## config.mk

```make
export PLATFORM = sky130hd
export DESIGN_NAME = fsel_ctrl
export DESIGN_NICKNAME = d
export VERILOG_FILES = /design/src/rtl/fsel_pkg.sv /design/src/rtl/fsel_strap_latch.sv /design/src/rtl/fsel_decode.sv /design/src/rtl/fsel_outreg.sv /design/src/rtl/fsel_ctrl.sv
export SDC_FILE = /design/constraint.sdc
export NUM_CORES = 1
export LEC_CHECK = 0
export ABC_CLOCK_PERIOD_IN_PS = 1900
export CELL_PAD_IN_SITES_DETAIL_PLACEMENT = 1
export CELL_PAD_IN_SITES_GLOBAL_PLACEMENT = 2
export CORE_ASPECT_RATIO = 1.75
export CORE_MARGIN = 2
export CORE_UTILIZATION = 34
export CTS_BUF_LIST = sky130_fd_sc_hd__clkbuf_8 sky130_fd_sc_hd__clkbuf_16
export DETAILED_ROUTE_END_ITERATION = 16
export DONT_BUFFER_PORTS = 1
export GPL_ROUTABILITY_DRIVEN = 1
export MAX_ROUTING_LAYER = met4
export PLACE_DENSITY = 0.85
export SYNTH_ARGS = -nofsm -noshare
export SYNTH_HDL_FRONTEND = slang
export SYNTH_SLANG_ARGS = --single-unit
export TNS_END_PERCENT = 10
```

## constraint.sdc

```tcl
create_clock -name clk -period 1.9 [get_ports clk]
set_input_delay 0.19 -clock clk [delete_from_list [all_inputs] [get_ports clk]]
set_output_delay 0.19 -clock clk [all_outputs]
set_load 0.02 [all_outputs]
```

## src/rtl/fsel_pkg.sv

```systemverilog
package fsel_pkg;
  typedef enum logic [1:0] {
    LVL_LO  = 2'd0,
    LVL_MID = 2'd1,
    LVL_HI  = 2'd2
  } lvl_e;

  localparam int CODE_W_DEF = 5;
  localparam int N_W_DEF    = 10;
  localparam int M_W_DEF    = 7;
  localparam int M_TBL_DEF  = 43;
endpackage

```

## src/rtl/fsel_strap_latch.sv

```systemverilog
module fsel_strap_latch
  import fsel_pkg::*;
(
  input  logic       clk,
  input  logic       rst_n,
  input  logic       pwrgd_n,
  input  logic [1:0] s2_lvl,
  input  logic [1:0] s_lo,
  input  logic       mult_strap,
  output lvl_e       lat_s2,
  output logic [1:0] lat_s,
  output logic       lat_mult
);
  always_ff @(posedge clk or negedge rst_n) begin
    if (!rst_n) begin
      lat_s2   <= LVL_LO;
      lat_s    <= 2'b00;
      lat_mult <= 1'b1;
    end else if (!pwrgd_n) begin
      lat_s2   <= (s2_lvl == 2'b11) ? LVL_LO : lvl_e'(s2_lvl);
      lat_s    <= s_lo;
      lat_mult <= mult_strap;
    end
  end


  strap_hold_chk: assert property (@(posedge clk) disable iff (!rst_n)
    $past(pwrgd_n) |-> $stable({lat_s2, lat_s, lat_mult}));
endmodule

```

## src/rtl/fsel_decode.sv

```systemverilog
module fsel_decode
  import fsel_pkg::*;
#(
  parameter int CODE_W = CODE_W_DEF,
  parameter int N_W    = N_W_DEF,
  parameter int M_W    = M_W_DEF,
  parameter int M_TBL  = M_TBL_DEF
) (
  input  lvl_e              lat_s2,
  input  logic [1:0]        lat_s,
  input  logic              reg_mode,
  input  logic [CODE_W-1:0] reg_code,
  input  logic              reg_nm_en,
  input  logic [N_W-1:0]    reg_n,
  input  logic [M_W-1:0]    reg_m,
  output logic [CODE_W-1:0] nx_idx,
  output logic              nx_buf,
  output logic              nx_tri,
  output logic              nx_test,
  output logic [N_W-1:0]    nx_n,
  output logic [M_W-1:0]    nx_m
);
  logic [CODE_W-1:0] pin_idx;
  logic [N_W-1:0]    tbl_n;

  always_comb begin
    pin_idx = '0;
    nx_tri  = 1'b0;
    nx_test = 1'b0;
    nx_buf  = (lat_s2 == LVL_HI);
    if (lat_s2 == LVL_MID) begin
      case (lat_s)
        2'd0:    nx_tri  = 1'b1;
        2'd1:    nx_test = 1'b1;
        2'd2:    pin_idx = CODE_W'(4);
        default: pin_idx = CODE_W'(5);
      endcase
    end else begin
      pin_idx = CODE_W'(lat_s);
    end
  end

  assign nx_idx = reg_mode ? reg_code : pin_idx;

  always_comb begin
    case (nx_idx[2:0])
      3'd0:    tbl_n = N_W'(200);
      3'd1:    tbl_n = N_W'(300);
      3'd2:    tbl_n = N_W'(600);
      3'd3:    tbl_n = N_W'(400);
      3'd4:    tbl_n = N_W'(450);
      3'd5:    tbl_n = N_W'(500);
      3'd6:    tbl_n = N_W'(450);
      default: tbl_n = N_W'(500);
    endcase
  end

  assign nx_n = reg_nm_en ? reg_n : tbl_n;
  assign nx_m = reg_nm_en ? reg_m : M_W'(M_TBL);
endmodule

```

## src/rtl/fsel_outreg.sv

```systemverilog
module fsel_outreg #(
  parameter int           W       = 8,
  parameter logic [W-1:0] RST_VAL = '0
) (
  input  logic         clk,
  input  logic         rst_n,
  input  logic [W-1:0] d,
  output logic [W-1:0] q,
  output logic         chg
);
  always_ff @(posedge clk or negedge rst_n) begin
    if (!rst_n) begin
      q   <= RST_VAL;
      chg <= 1'b0;
    end else begin
      chg <= (d != q);
      q   <= d;
    end
  end


  change_flag_chk: assert property (@(posedge clk) disable iff (!rst_n)
    chg |-> (q != $past(q)));

  quiet_hold_chk: assert property (@(posedge clk) disable iff (!rst_n)
    !chg |-> $stable(q));
endmodule

```

## src/rtl/fsel_ctrl.sv

```systemverilog
module fsel_ctrl
  import fsel_pkg::*;
#(
  parameter int CODE_W = CODE_W_DEF,
  parameter int N_W    = N_W_DEF,
  parameter int M_W    = M_W_DEF,
  parameter int M_TBL  = M_TBL_DEF
) (
  input  logic              clk,
  input  logic              rst_n,
  input  logic              pwrgd_n,
  input  logic [1:0]        s2_lvl,
  input  logic [1:0]        s_lo,
  input  logic              mult_strap,
  input  logic              reg_mode,
  input  logic [CODE_W-1:0] reg_code,
  input  logic              reg_nm_en,
  input  logic [N_W-1:0]    reg_n,
  input  logic [M_W-1:0]    reg_m,
  output logic [CODE_W-1:0] freq_idx,
  output logic              buf_mode,
  output logic              tristate,
  output logic              test_mode,
  output logic [N_W-1:0]    eff_n,
  output logic [M_W-1:0]    eff_m,
  output logic              mult_lat,
  output logic              sel_valid
);
  localparam int BUS_W = CODE_W + 3 + N_W + M_W;
  localparam logic [BUS_W-1:0] SEL_RST =
    {{CODE_W{1'b0}}, 3'b000, N_W'(200), M_W'(M_TBL)};

  lvl_e              lat_s2;
  logic [1:0]        lat_s;
  logic [CODE_W-1:0] nx_idx;
  logic              nx_buf, nx_tri, nx_test;
  logic [N_W-1:0]    nx_n;
  logic [M_W-1:0]    nx_m;
  logic [BUS_W-1:0]  sel_q;

  fsel_strap_latch u_latch (
    .clk        (clk),
    .rst_n      (rst_n),
    .pwrgd_n    (pwrgd_n),
    .s2_lvl     (s2_lvl),
    .s_lo       (s_lo),
    .mult_strap (mult_strap),
    .lat_s2     (lat_s2),
    .lat_s      (lat_s),
    .lat_mult   (mult_lat)
  );

  fsel_decode #(
    .CODE_W (CODE_W),
    .N_W    (N_W),
    .M_W    (M_W),
    .M_TBL  (M_TBL)
  ) u_dec (
    .lat_s2    (lat_s2),
    .lat_s     (lat_s),
    .reg_mode  (reg_mode),
    .reg_code  (reg_code),
    .reg_nm_en (reg_nm_en),
    .reg_n     (reg_n),
    .reg_m     (reg_m),
    .nx_idx    (nx_idx),
    .nx_buf    (nx_buf),
    .nx_tri    (nx_tri),
    .nx_test   (nx_test),
    .nx_n      (nx_n),
    .nx_m      (nx_m)
  );

  fsel_outreg #(
    .W       (BUS_W),
    .RST_VAL (SEL_RST)
  ) u_oreg (
    .clk   (clk),
    .rst_n (rst_n),
    .d     ({nx_idx, nx_buf, nx_tri, nx_test, nx_n, nx_m}),
    .q     (sel_q),
    .chg   (sel_valid)
  );

  assign {freq_idx, buf_mode, tristate, test_mode, eff_n, eff_m} = sel_q;


  mode_excl_chk: assert property (@(posedge clk) disable iff (!rst_n)
    $onehot0({buf_mode, tristate, test_mode}));
endmodule

```

==> summary.txt <==
Die Footprint -> 5790 um2
worst reg2reg path startpoint -> u_latch.lat_s[1]
initial DRC count -> 36
number of synthesized flops with an enable pin -> 0
Cell Rows -> 34
Hold Worst Slack -> 0.00548 ns
Crit Path Class -> register to register
FF-to-FF setup slack -> -0.21 ns
Final #Nets -> 251
crit path cell chain -> nor3b_4 -> o21a_4 -> inv_6 -> a21oi_2 -> a21oi_1 -> o31a_1 -> or4_1
port bufs -> 0
max-slew violation count -> 0
status -> finished, violations left
worst hold-check path type -> primary input to register
fmax -> 0.474 GHz
RSZ-0062 raised after global routing -> yes
number of instances in the placed design -> 257
CTS tree -> done
leakage power -> 1.03 nW
worst-skew pair later-pin latency -> 0.28 ns
chip height -> 99.2 um
Post-synth ARST share -> 100%
hold depth -> 1
most frequent cells in the layout -> 38 x buf_4, 21 x dfrtp_1, 12 x nand2_1, 12 x xor2_1, 10 x inv_1
largest net degree at the start of global routing -> 32
initial antenna violation count -> 0
Final min period -> 2.11 ns
# IOs -> 59
WP buf/inv -> 1
DR vias/cell -> 5.57
worst slew pin tran -> 0.438 ns
hpwl dp -> 4.04 mm
Reg2Reg Depth -> 7
syn nets -> 206
commonest non-fill, non-tap cell in the layout -> buf_4
first-pass GRT wire length -> 8.31 mm
grt total ovfl -> 0
layout cell share with drive strength beyond 1 -> 42.7%
routed vias -> 1525
WL/cell -> 19.3 um
endpoints failing setup -> 1
CP Launch Type -> register
gpl congestion -> 0.912
ys flop type -> dfrtp_1
Post-Route WL -> 5.30 mm
final cell count without fillers -> 274
Distinct cells, synth -> 47
vias in the first global route -> 1735
clock sink count -> 31
Slew headroom -> 70.7%
clock root buffer -> clkbuf_8
Critical Path RT -> 2.06 ns
fin crit share -> 111%
Synth top area share -> 32.7%
H-tree levels -> 2
Seq/Total Area, Yosys -> 44.6%
clock-pin slew on the worst setup and hold paths -> 0.06 ns
crit path max-delay cell type -> or4_1
yosys warns -> 0
Total Routing Usage GR -> 19.6%
endpoints failing hold -> 0
CP Capture Type -> register
max-cap violation count -> 0
most area-consuming cells after synthesis -> dfrtp_1 33%, dfstp_2 12%, xor2_1 6.0%, xnor2_1 3.5%, mux2_2 3.2%
Critical Path AT -> 2.26 ns
post-synthesis register bit count -> 31
crit-path max FO -> 5
total CTS buffers -> 5
core box area -> 4980 um2
starting density of the core -> 35.4%
synthesized netlist cell count -> 174
final worst slack -> -0.209 ns
DRT Pass-1 Iters -> 4
maximum VDD drop -> 0.451 mV
Diodes inserted -> 0
Hold Path End -> u_latch.lat_s2[1]
DR DRC count -> 0
pre-CTS setup slack -> -0.341 ns
Post-DRT Antenna Nets -> 0
Post-Syn Area -> 1760 um2
reg2reg end -> u_oreg.chg
Synth-to-Final Area Change -> 36.3%
DIE WIDTH -> 58.4 um
delay-heaviest family, CP -> simple AND/OR/NAND/NOR gates
fillers -> 554
Avg Cell Area, Syn -> 10.1 um2
CTS max path bufs -> 2
failing checks -> setup timing
hold path startpoint -> pwrgd_n
Yosys top cell by area -> dfrtp_1
Critical Path Max Stage Delay -> 0.49 ns
pwr dens -> 722 nW/um2
final clock skew -> 0.00511 ns
## cell usage after synthesis (2+ instances only)
library cell and count:
nor3_1 6, dfrtp_1 23, nor4_1 6, a31o_2 5
nand2b_1 7, a21oi_1 6, and2b_2 2, o22ai_1 2
a32oi_1 3, o21ai_0 9, clkbuf_1 3, xor2_1 12
nor2_1 6, inv_1 7, a2bb2oi_1 2, buf_2 3
and3_1 2, o31a_1 2, nand2_1 12, dfstp_2 8
nand3_1 4, mux2_2 5, and2_1 8, a211oi_1 2
xnor2_1 7
## layer usage
metal / GRT usage (%) / share of wire [%]
met5: - / 0
met4: 10.4 / 4.6
met3: 6.11 / 5.9
met2: 36.0 / 59
met1: 16.8 / 30
## report_power, final
group | total (W) | switching (W) | leakage, nW | internal (W)
Sequential | 0.000796 | 0.0000751 | 0.368 | 0.000721
Clock | 0.000473 | 0.000230 | 0.0519 | 0.000243
Combinational | 0.000462 | 0.000229 | 0.609 | 0.000233
## worst register-to-register path: cells and delay by family, from the launching register on
family / cells / cell delay [ns]
buf+inv: 1 / 0.05
flops: 1 / 0.45
compound gates: 4 / 0.73
simple gates: 2 / 0.76
## state kept, by name (all words and copies together), names as in the netlist
signal	count
u_latch.lat_s	2
u_oreg.q	25
u_latch.lat_s2	2
u_latch.lat_mult	1
u_oreg.chg	1
## timing repair
| action | CTS | global route |
|---|---|---|
| hold buffers | 5 | 0 |
| hold endpoints to repair | 35 | 0 |
| endpoints found under the setup margin | 1 | 1 |
| cloned | 0 | 0 |
| pin swaps | 7 | 9 |
| setup buffers | 1 | 3 |
| resized for setup | 16 | 10 |
## cells by family after synthesis
| logic type | count (synthesis) | synth area share, % |
|---|---|---|
| AND/OR/NAND/NOR | 60 | 19.5 |
| flip-flops | 31 | 44.6 |
| buffers and inverters | 15 | 3.98 |
| AO/OA/AOI/OAI | 43 | 18.3 |
| multiplexers | 5 | 3.20 |
| XOR/XNOR | 20 | 10.4 |
## final cells by class
type                    count  area, um2  share of cell area (%)
multi-input cells         128       1060                    44.2
flip-flops and latches     31        788                    32.8
repair buffers             45        368                    15.3
clock buffers               5       68.8                    2.87
well taps                  54       67.6                    2.82
inverters                   8       35.0                    1.46
clock inverters             3       11.3                   0.469
## worst max path at each step
stage / cells past startpoint / to / from
2_1_floorplan: 8 / u_oreg.chg / u_latch.lat_s2[1]
3_3_place_gp: 6 / u_oreg.chg / u_latch.lat_s2[1]
3_5_place_dp: 7 / u_oreg.chg / u_latch.lat_s2[1]
4_1_cts: 6 / u_oreg.chg / u_latch.lat_s2[1]
5_1_grt: 7 / u_oreg.chg / u_latch.lat_s[1]
6_report: 7 / u_oreg.chg / u_latch.lat_s[1]
## stage by stage
stage          power, W  cell area, um2  util (%)  setup TNS (ns)
2_1_floorplan   0.00104            1780         -          -0.114
3_3_place_gp    0.00116            2080      41.8          -0.348
3_5_place_dp    0.00118            2080      41.8          -0.341
4_1_cts         0.00172            2300      46.2          -0.242
5_1_grt         0.00182            2400      48.2          -0.315
6_report        0.00173            2400      48.2          -0.209
Note: power is estimated with default switching activity, not from simulation.
